**src/rtl/impf_pkg.sv**
```systemverilog
package impf_pkg;
  localparam int unsigned PIX_W = 8;
  localparam int unsigned KEY_W = PIX_W + 1;

  typedef logic [PIX_W-1:0] pix_t;
  // sort key: extreme tag in the MSB so tagged values order after all clean ones
  typedef logic [KEY_W-1:0] key_t;

  function automatic logic is_impulse(input pix_t p);
    return (p == '0) || (p == '1);
  endfunction

  function automatic key_t make_key(input pix_t p);
    return {is_impulse(p), p};
  endfunction

  function automatic pix_t mean_div(input logic [31:0] total, input int unsigned n);
    return pix_t'(total / n);
  endfunction
endpackage

```
**src/rtl/impf_detect.sv**
```systemverilog
module impf_detect
  import impf_pkg::*;
#(
  parameter int unsigned WIN    = 9,
  parameter int unsigned CENTRE = 4,
  parameter int unsigned CNT_W  = $clog2(WIN + 1),
  parameter int unsigned SUM_W  = PIX_W + $clog2(WIN)
) (
  input  logic             clk,
  input  logic             rst,
  input  logic             v_in,
  input  pix_t             px [WIN],
  output logic             s1_valid,
  output key_t             s1_keys [WIN],
  output logic [CNT_W-1:0] s1_cnt,
  output logic [SUM_W-1:0] s1_sum,
  output pix_t             s1_centre,
  output logic             s1_noisy
);
  logic [CNT_W-1:0] cnt_c;
  logic [SUM_W-1:0] sum_c;

  always_comb begin
    cnt_c = '0;
    sum_c = '0;
    for (int i = 0; i < int'(WIN); i++) begin
      cnt_c = cnt_c + CNT_W'(!is_impulse(px[i]));
      sum_c = sum_c + SUM_W'(px[i]);
    end
  end

  always_ff @(posedge clk) begin
    if (rst) s1_valid <= 1'b0;
    else     s1_valid <= v_in;
  end

  always_ff @(posedge clk) begin
    for (int i = 0; i < int'(WIN); i++) s1_keys[i] <= make_key(px[i]);
    s1_cnt    <= cnt_c;
    s1_sum    <= sum_c;
    s1_centre <= px[CENTRE];
    s1_noisy  <= is_impulse(px[CENTRE]);
  end

  // tag vector brought out for the checks below
  logic [WIN-1:0] s1_tags;
  for (genvar g = 0; g < int'(WIN); g++) begin : g_tag
    assign s1_tags[g] = s1_keys[g][PIX_W];
  end

  a_r1_count_matches_tags: assert property (@(posedge clk) disable iff (rst)
    s1_valid |-> ($countones(s1_tags) + int'(s1_cnt)) == int'(WIN));
  a_r1_centre_flag: assert property (@(posedge clk) disable iff (rst)
    s1_valid |-> s1_noisy == s1_tags[CENTRE]);
endmodule

```
**src/rtl/impf_sort.sv**
```systemverilog
module impf_sort
  import impf_pkg::*;
#(
  parameter int unsigned WIN = 9
) (
  input  key_t keys_in  [WIN],
  output key_t keys_out [WIN]
);
  // odd-even transposition network: WIN layers sort WIN keys
  key_t lay [WIN+1][WIN];

  for (genvar i = 0; i < int'(WIN); i++) begin : g_in
    assign lay[0][i] = keys_in[i];
    assign keys_out[i] = lay[WIN][i];
  end

  for (genvar l = 0; l < int'(WIN); l++) begin : g_layer
    for (genvar i = 0; i < int'(WIN); i++) begin : g_cell
      if ((i % 2) == (l % 2) && (i + 1) < int'(WIN)) begin : g_lo
        assign lay[l+1][i] = (lay[l][i] <= lay[l][i+1]) ? lay[l][i] : lay[l][i+1];
      end else if (i > 0 && ((i - 1) % 2) == (l % 2)) begin : g_hi
        assign lay[l+1][i] = (lay[l][i-1] <= lay[l][i]) ? lay[l][i] : lay[l][i-1];
      end else begin : g_pass
        assign lay[l+1][i] = lay[l][i];
      end
    end
  end
endmodule

```
**src/rtl/impf_select.sv**
```systemverilog
module impf_select
  import impf_pkg::*;
#(
  parameter int unsigned WIN   = 9,
  parameter int unsigned CNT_W = $clog2(WIN + 1),
  parameter int unsigned SUM_W = PIX_W + $clog2(WIN)
) (
  input  logic             clk,
  input  logic             rst,
  input  logic             s2_valid,
  input  key_t             s2_keys [WIN],
  input  logic [CNT_W-1:0] s2_cnt,
  input  logic [SUM_W-1:0] s2_sum,
  input  pix_t             s2_centre,
  input  logic             s2_noisy,
  output logic             o_valid,
  output pix_t             o_pix
);
  logic [CNT_W-1:0] mid_idx;
  key_t             sel_key;
  pix_t             repl;
  logic             use_mean;

  assign mid_idx  = (s2_cnt - CNT_W'(1)) >> 1;
  assign use_mean = (s2_cnt == '0);

  always_comb begin
    sel_key = s2_keys[0];
    for (int i = 0; i < int'(WIN); i++)
      if (CNT_W'(i) == mid_idx) sel_key = s2_keys[i];
  end

  always_comb begin
    if (!s2_noisy)     repl = s2_centre;
    else if (use_mean) repl = mean_div(32'(s2_sum), WIN);
    else               repl = sel_key[PIX_W-1:0];
  end

  always_ff @(posedge clk) begin
    if (rst) o_valid <= 1'b0;
    else     o_valid <= s2_valid;
  end

  always_ff @(posedge clk) o_pix <= repl;

  a_r2_clean_passes: assert property (@(posedge clk) disable iff (rst)
    (s2_valid && !s2_noisy) |=> (o_valid && o_pix == $past(s2_centre)));
  a_r3_pick_is_clean: assert property (@(posedge clk) disable iff (rst)
    (s2_valid && s2_noisy && !use_mean) |-> !sel_key[PIX_W]);
  a_r3_no_impulse_out: assert property (@(posedge clk) disable iff (rst)
    (s2_valid && s2_noisy && !use_mean) |=> !is_impulse(o_pix));
endmodule

```
**src/rtl/impulse_repair_filter.sv**
```systemverilog
module impulse_repair_filter
  import impf_pkg::*;
#(
  parameter int unsigned WIN    = 9,
  parameter int unsigned CENTRE = WIN / 2
) (
  input  logic                 clk,
  input  logic                 rst,
  input  logic                 win_valid,
  input  logic [WIN*PIX_W-1:0] win_data,
  output logic                 pix_valid,
  output logic [PIX_W-1:0]     pix_out
);
  localparam int unsigned CNT_W = $clog2(WIN + 1);
  localparam int unsigned SUM_W = PIX_W + $clog2(WIN);

  pix_t px [WIN];
  for (genvar g = 0; g < int'(WIN); g++) begin : g_unpack
    assign px[g] = win_data[g*PIX_W +: PIX_W];
  end

  // stage 1: detection, tagging, count and sum
  logic             s1_valid, s1_noisy;
  key_t             s1_keys [WIN];
  logic [CNT_W-1:0] s1_cnt;
  logic [SUM_W-1:0] s1_sum;
  pix_t             s1_centre;

  impf_detect #(.WIN(WIN), .CENTRE(CENTRE), .CNT_W(CNT_W), .SUM_W(SUM_W)) u_detect (
    .clk(clk), .rst(rst), .v_in(win_valid), .px(px),
    .s1_valid(s1_valid), .s1_keys(s1_keys), .s1_cnt(s1_cnt),
    .s1_sum(s1_sum), .s1_centre(s1_centre), .s1_noisy(s1_noisy)
  );

  // stage 2: sort network, registered
  key_t sorted [WIN];
  impf_sort #(.WIN(WIN)) u_sort (.keys_in(s1_keys), .keys_out(sorted));

  logic             s2_valid, s2_noisy;
  key_t             s2_keys [WIN];
  logic [CNT_W-1:0] s2_cnt;
  logic [SUM_W-1:0] s2_sum;
  pix_t             s2_centre;

  always_ff @(posedge clk) begin
    if (rst) s2_valid <= 1'b0;
    else     s2_valid <= s1_valid;
  end

  always_ff @(posedge clk) begin
    for (int i = 0; i < int'(WIN); i++) s2_keys[i] <= sorted[i];
    s2_cnt    <= s1_cnt;
    s2_sum    <= s1_sum;
    s2_centre <= s1_centre;
    s2_noisy  <= s1_noisy;
  end

  for (genvar g = 0; g + 1 < int'(WIN); g++) begin : g_order_chk
    a_r3_sorted_order: assert property (@(posedge clk) disable iff (rst)
      s2_valid |-> s2_keys[g] <= s2_keys[g+1]);
  end

  // stage 3: decision and output register
  impf_select #(.WIN(WIN), .CNT_W(CNT_W), .SUM_W(SUM_W)) u_select (
    .clk(clk), .rst(rst), .s2_valid(s2_valid), .s2_keys(s2_keys),
    .s2_cnt(s2_cnt), .s2_sum(s2_sum), .s2_centre(s2_centre),
    .s2_noisy(s2_noisy), .o_valid(pix_valid), .o_pix(pix_out)
  );

  // cycles since reset, saturating, bounds the latency check
  logic [1:0] since_rst;
  always_ff @(posedge clk) begin
    if (rst)                 since_rst <= '0;
    else if (since_rst != 2'd3) since_rst <= since_rst + 2'd1;
  end

  a_r6_latency: assert property (@(posedge clk) disable iff (rst)
    (since_rst == 2'd3) |-> pix_valid == $past(win_valid, 3));
  a_r7_reset_clears: assert property (@(posedge clk)
    rst |=> !pix_valid);
endmodule

```
**config.mk**
```make
export PLATFORM = sky130hd
export DESIGN_NAME = impulse_repair_filter
export DESIGN_NICKNAME = d
export VERILOG_FILES = /design/src/rtl/impf_pkg.sv /design/src/rtl/impf_detect.sv /design/src/rtl/impf_sort.sv /design/src/rtl/impf_select.sv /design/src/rtl/impulse_repair_filter.sv
export SDC_FILE = /design/constraint.sdc
export NUM_CORES = 1
export LEC_CHECK = 0
export BUFFER_PORTS_ARGS = -buffer_cell sky130_fd_sc_hd__buf_2
export CAP_MARGIN = 20
export CORE_AREA = 2 2 315 317
export CTS_CLUSTER_SIZE = 20
export DETAILED_ROUTE_END_ITERATION = 6
export DIE_AREA = 0 0 317 319
export PLACE_DENSITY_LB_ADDON = 0.12
export SETUP_SLACK_MARGIN = 0.05
export SYNTH_ARGS = -nofsm -noshare
export SYNTH_HDL_FRONTEND = slang
export SYNTH_SLANG_ARGS = --single-unit
```
**constraint.sdc**
```tcl
create_clock -name clk -period 27.9 [get_ports clk]
set_clock_uncertainty 0.05 [all_clocks]
set_input_delay 1.395 -clock clk [delete_from_list [all_inputs] [get_ports clk]]
set_output_delay 1.395 -clock clk [all_outputs]
set_load 0.01 [all_outputs]
```
==> results of run 1 <==
## kinds of logic (layout without fill, tap and decap cells)
group,after synthesis,count (layout),share of synthesized area
AND/OR/NAND/NOR,634,634,0.1371
XOR/XNOR,31,31,0.01178
adder cells (fa/ha/maj),409,409,0.2266
flip-flops,197,197,0.1621
AO/OA/AOI/OAI,564,564,0.1500
other,0,3,0
multiplexers,551,551,0.2320
buffers and inverters,510,566,0.08048
## registers in the layout (all words and copies together), names as in the netlist
| register | cells |
|---|---|
| s2_noisy | 1 |
| u_detect.s1_cnt | 4 |
| s2_cnt | 4 |
| u_detect.s1_valid | 1 |
| s2_keys | 64 |
| u_select.o_pix | 8 |
| u_detect.s1_sum | 12 |
| s2_valid | 1 |
| s2_centre | 8 |
| s2_sum | 12 |
| u_select.o_valid | 1 |
| u_detect.s1_keys | 81 |
## metal layers
metal	global-route usage	wire, um
met5	0	0
met2	0.2705	38090
met3	0.01970	2266
met4	0.04182	1646
met1	0.2266	40290
## worst min-delay path by stage
stage | endpoint | startpoint | depth (start not counted)
after global placement | s2_sum[6] | u_detect.s1_sum[6] | 0
final | s2_sum[8] | u_detect.s1_sum[8] | 0
after detailed placement | s2_sum[3] | u_detect.s1_sum[3] | 0
after global routing | s2_sum[5] | u_detect.s1_sum[5] | 0
after CTS | s2_sum[0] | u_detect.s1_sum[0] | 0
after floorplan | s2_cnt[0] | u_detect.s1_cnt[0] | 0
## through the flow
step           setup slack, ns  area [sq um]
6_report                 6.130         27200
5_1_grt                  4.094         27190
4_1_cts                  5.456         27100
3_5_place_dp             5.515         26490
3_3_place_gp             5.974         26470
2_1_floorplan            6.102         24330
## worst max-delay path, delay by kind of cell, from the launching register on
| family | cells | cell delay, ns |
|---|---|---|
| and+or+nand+nor | 36 | 3.19 |
| DFF | 1 | 0.37 |
| AOI/OAI and AO/OA | 64 | 10.32 |
| buffers and inverters | 13 | 2.17 |
| muxes | 8 | 2.84 |
| adders and majority gates | 9 | 2.69 |
## final cells by class
cell class | count | area (sq um) | area share
Sequential cell | 197 | 3944 | 0.1450
Tap cell | 1287 | 1610 | 0.05920
Clock inverter | 15 | 186.4 | 0.006854
Inverter | 410 | 1539 | 0.05658
Antenna cell | 3 | 7.507 | 0.0002760
Multi-Input combinational cell | 2189 | 18710 | 0.6881
Timing Repair Buffer | 124 | 772.0 | 0.02838
Clock buffer | 17 | 425.4 | 0.01564
## layout by cell type, fill, tap and decap left out, types with 9 or more instances in the layout
cell	synthesis	final
inv_1	409	409
nand3_1	27	27
buf_2	8	83
or3_1	9	9
fa_1	53	53
buf_4	1	33
mux2_2	60	60
nor4_1	20	20
a21oi_1	161	158
nand2_1	161	161
a21o_1	10	10
nor3_1	31	31
clkbuf_16	0	17
a41oi_2	0	31
ha_1	355	355
o21a_1	86	86
and2_1	11	11
mux2i_1	486	486
o21ai_0	158	158
dfxtp_1	197	197
nand4_1	59	59
nor2b_1	82	82
nor2_1	117	117
o211ai_1	22	22
nand2b_1	79	79
xnor2_1	22	21
==> results.toml, run 1 <==
[timing]
relSlewSlack = 0.3254
slew_violations = 0
rsz0062_at_grt = "no"
post-route-period-util = 0.7803
setup_tns_ns = 0
tightest_slew_ns = 1.012
setup_viol = 0
min_period_ns = 21.77
hold_violations = 0
fmax_mhz = 45.94
whs_ns = 0.2801

[logic_synthesis]
async_flop_share = 0
synth_edf_count = 0
syn_nets = 3379
synth.area.top_cells = "mux2i_1 20%, ha_1 18%, dfxtp_1 16%"
ys_seq_area_frac = 0.1621
yosys_register_bits = 197
syn_area_per_cell_sq_um = 8.402
postSynthCellCount = 2896
synth_cell_types = 98
synth_commonest_cells = "486 x mux2i_1, 409 x inv_1, 355 x ha_1"
synth.most_common_cell = "mux2i_1"
yosysWarnings = 0
syn_area_sq_um = 24330
synth_top_area_cell = "mux2i_1"
synth_top_area_share = 0.1999
synth_ff_type = "dfxtp_1"

[floorplanning]
io_pins = 84
initial_core_util = 0.2490
die_area_sq_um = 101100
rows = 115
die_w_um = 317
dieHeight_um = 319
core_area_sq_um = 97700

[place]
dp_hpwl_um = 70200
place_inst = 4200
port_buffers = 83
gp_congestion = 0.8544

[critical_path]
startpoint = "u_detect.s1_keys[10]"
crit_end = "s2_keys[23]"
r2r_start = "u_detect.s1_keys[10]"
crit_top_cell = "o21a_1"
critPathArrivalTime_ns = 22.11
r2r_setup_slack_ns = 6.13
max_stage_delay_ns = 0.80
timing.rr.end = "s2_keys[23]"
worstRegToRegCells = 130
cpMaxStageDelayCell = "a41oi_2"
worstPathRequired_ns = 28.24
crit_fanout = 20
cp-start-kind = "register"
criticalPathCategory = "reg2reg"
end_kind = "register"

[outcome]
outcome = "finished clean"

[routing]
finalWirelength_um = 82290
dr_total_vias = 20660
ant_nets = 0
first_pass_iters = 5
via_per_inst = 4.871
drtIter0Drc = 1113
wl_per_cell_um = 19.40
drcViolationCount = 0

[global_routing]
overflow = 0
first_global_vias = 21290
antenna_found_initial = 5
grtUsageTotal = 0.1647
grt_pass1_wl_um = 126600
grt_max_degree = 36

[worst_hold_path]
hold_path.class = "reg2reg"

[clock_network]
cts_sinks = 197
cts_buffers = 17
cts_resized = 0
cts_root_buf = "clkbuf_16"
hold_buffers = 0
clockBufferDepth = 2
path_clk_slew_ns = 0.08
h-tree-depth = 4
clk_latency_ns = 0.52
cts_tree = "built"
cts_setup_buffers = 0

[layout]
syn2layout_area_growth_pct = 11.78
fin_util = 0.2784
final_cells = 4242
fillerInstances = 10440
final_nets = 3422
final_layout_size_suffix_gt1_frac = 0.1013

[run]
cap_viol_max_count = 0
Power of run 1 is left out: the tool's default activity adds up to more than one toggle a clock period on the data nets, which glitch-free logic cannot reach.
==> run 2: changes to the inputs <==
==> constraint.sdc (replaced) <==
create_clock -name clk -period 22.2 [get_ports clk]
set_clock_uncertainty 0.05 [all_clocks]
set_input_delay 1.11 -clock clk [delete_from_list [all_inputs] [get_ports clk]]
set_output_delay 1.11 -clock clk [all_outputs]
set_load 0.01 [all_outputs]
==> run 2 against run 1 <==
Final cell count is 4.0% higher; critical path type unchanged; global-route usage decreased by 0.081 points; register-to-register slack worse by 4.2 ns; non-clock buffer count up 173; wire length up 0.42%; setup slack got worse by 4.2 ns; flip-flop and latch count did not move; clock-buffer cell count unchanged; design area increased by 5.9%; critical path depth shrank 4; maximum frequency grew 7.4%.
==> results.toml, run 2 (synthesized netlist as in run 1, its figures left out) <==
[global_routing]
grt_max_degree = 30
first_global_vias = 21650
overflow = 0
grt_pass1_wl_um = 126300
antenna_found_initial = 1
grtUsageTotal = 0.1639

[layout]
fillerInstances = 10460
multi_input_area_sq_um = 19040
final_cell_mix = "448 x mux2i_1, 409 x inv_1, 355 x ha_1"
antenna_cells = 0
largest_reg_flops = 81
syn2layout_area_growth_pct = 18.40
top_register = "u_detect.s1_keys"
final_common_cell = "mux2i_1"
final_nets = 3595
reg.largest.list = "u_detect.s1_keys: 81 flops, s2_keys: 64 flops"
post-route-cell-area_sq_um = 28810
seq_area_sq_um = 3944
final_layout_size_suffix_gt1_frac = 0.1635

[timing]
slew_violations = 0
hold_violations = 0
tightest_slew_ns = 1.047
relSlewSlack = 0.2949
setup_viol = 0
min_period_ns = 20.27
post-route-period-util = 0.9131
fmax_mhz = 49.33

[critical_path]
worstPathRequired_ns = 22.54
cp-start-kind = "register"
criticalPathCategory = "reg2reg"
crit_top_cell = "o21ai_0"
cpMaxStageDelayCell = "o21ai_0"
critPathArrivalTime_ns = 20.61
crit_fanout = 17
max_stage_delay_ns = 0.54
r2r_setup_slack_ns = 1.93
end_kind = "register"

[clock_network]
clk_latency_ns = 0.53
cts_root_buf = "clkbuf_16"
clockBufferDepth = 2
path_clk_slew_ns = 0.09
h-tree-depth = 4
cts_buffers = 17
cts_sinks = 197
cts_tree = "built"

[routing]
drcViolationCount = 0
wl_per_cell_um = 18.73
ant_nets = 0
first_pass_iters = 5
finalWirelength_um = 82640
via_per_inst = 4.830
drtIter0Drc = 992
dr_total_vias = 21310

[place]
gp_congestion = 0.8554
dp_hpwl_um = 71100
place_area_sq_um = 27810
port_buffers = 83

[floorplanning]
die_w_um = 317
core_area_sq_um = 97700
initial_core_util = 0.2490
io_pins = 84
rows = 115
dieHeight_um = 319
die_area_sq_um = 101100

[outcome]
outcome = "finished clean"

[worst_hold_path]
hold_path.class = "reg2reg"

[run]
cap_viol_max_count = 0
==> run 2: worst max-delay path: cells and delay by family, from the launching register on <==
kind / cells / cell delay, ns
AND/OR/NAND/NOR: 36 / 3.05
multiplexers: 8 / 2.36
flip-flops: 1 / 0.40
AO/OA/AOI/OAI: 61 / 9.30
buffers and inverters: 12 / 2.24
adder cells (fa/ha/maj): 9 / 2.68
==> run 2: final cells by class <==
| type | count | area share |
|---|---|---|
| flip-flops and latches | 197 | 0.1369 |
| inverters | 410 | 0.05342 |
| multi-input cells | 2189 | 0.6607 |
| repair buffers | 297 | 0.07157 |
| clock inverters | 15 | 0.006732 |
| clock buffers | 17 | 0.01477 |
| well taps | 1287 | 0.05589 |
==> run 2: routing by layer <==
metal | vias to the layer above | GRT usage | share of wire
met3 | 73 | 0.02549 | 0.030
met1 | 10290 | 0.2190 | 0.48
met4 | 0 | 0.04822 | 0.022
li1 | 10660 | - | -
met2 | 290 | 0.2696 | 0.46
met5 | - | 0 | 0
==> run 2: repair_timing <==
action,CTS,global route
setup endpoints to repair,0,64
buffers inserted,0,7
gates resized for setup,0,68
hold buffers,0,0
==> run 2: worst paths after layout <==
kind              cells past startpoint     endpoint                  from
hold / removal                        0    s2_sum[7]    u_detect.s1_sum[7]
setup reg to reg                    126  s2_keys[52]  u_detect.s1_keys[46]
setup / recovery                    126  s2_keys[52]  u_detect.s1_keys[46]
hold reg to reg                       0    s2_sum[7]    u_detect.s1_sum[7]
==> run 2: per-stage QoR <==
stage	std cells	setup TNS [ns]	util	hold slack [ns]	setup slack, ns
5_1_grt	4412	-0.002938	0.2949	0.2904	-0.002938
3_3_place_gp	4372	0	0.2845	0.2648	1.589
6_report	4412	0	0.2949	0.2839	1.929
3_5_place_dp	4373	0	0.2846	0.2621	1.350
2_1_floorplan	2896	0	-	0.2596	0.4023
4_1_cts	4405	0	0.2910	0.2862	1.284
Power of run 2 is left out for the same reason.
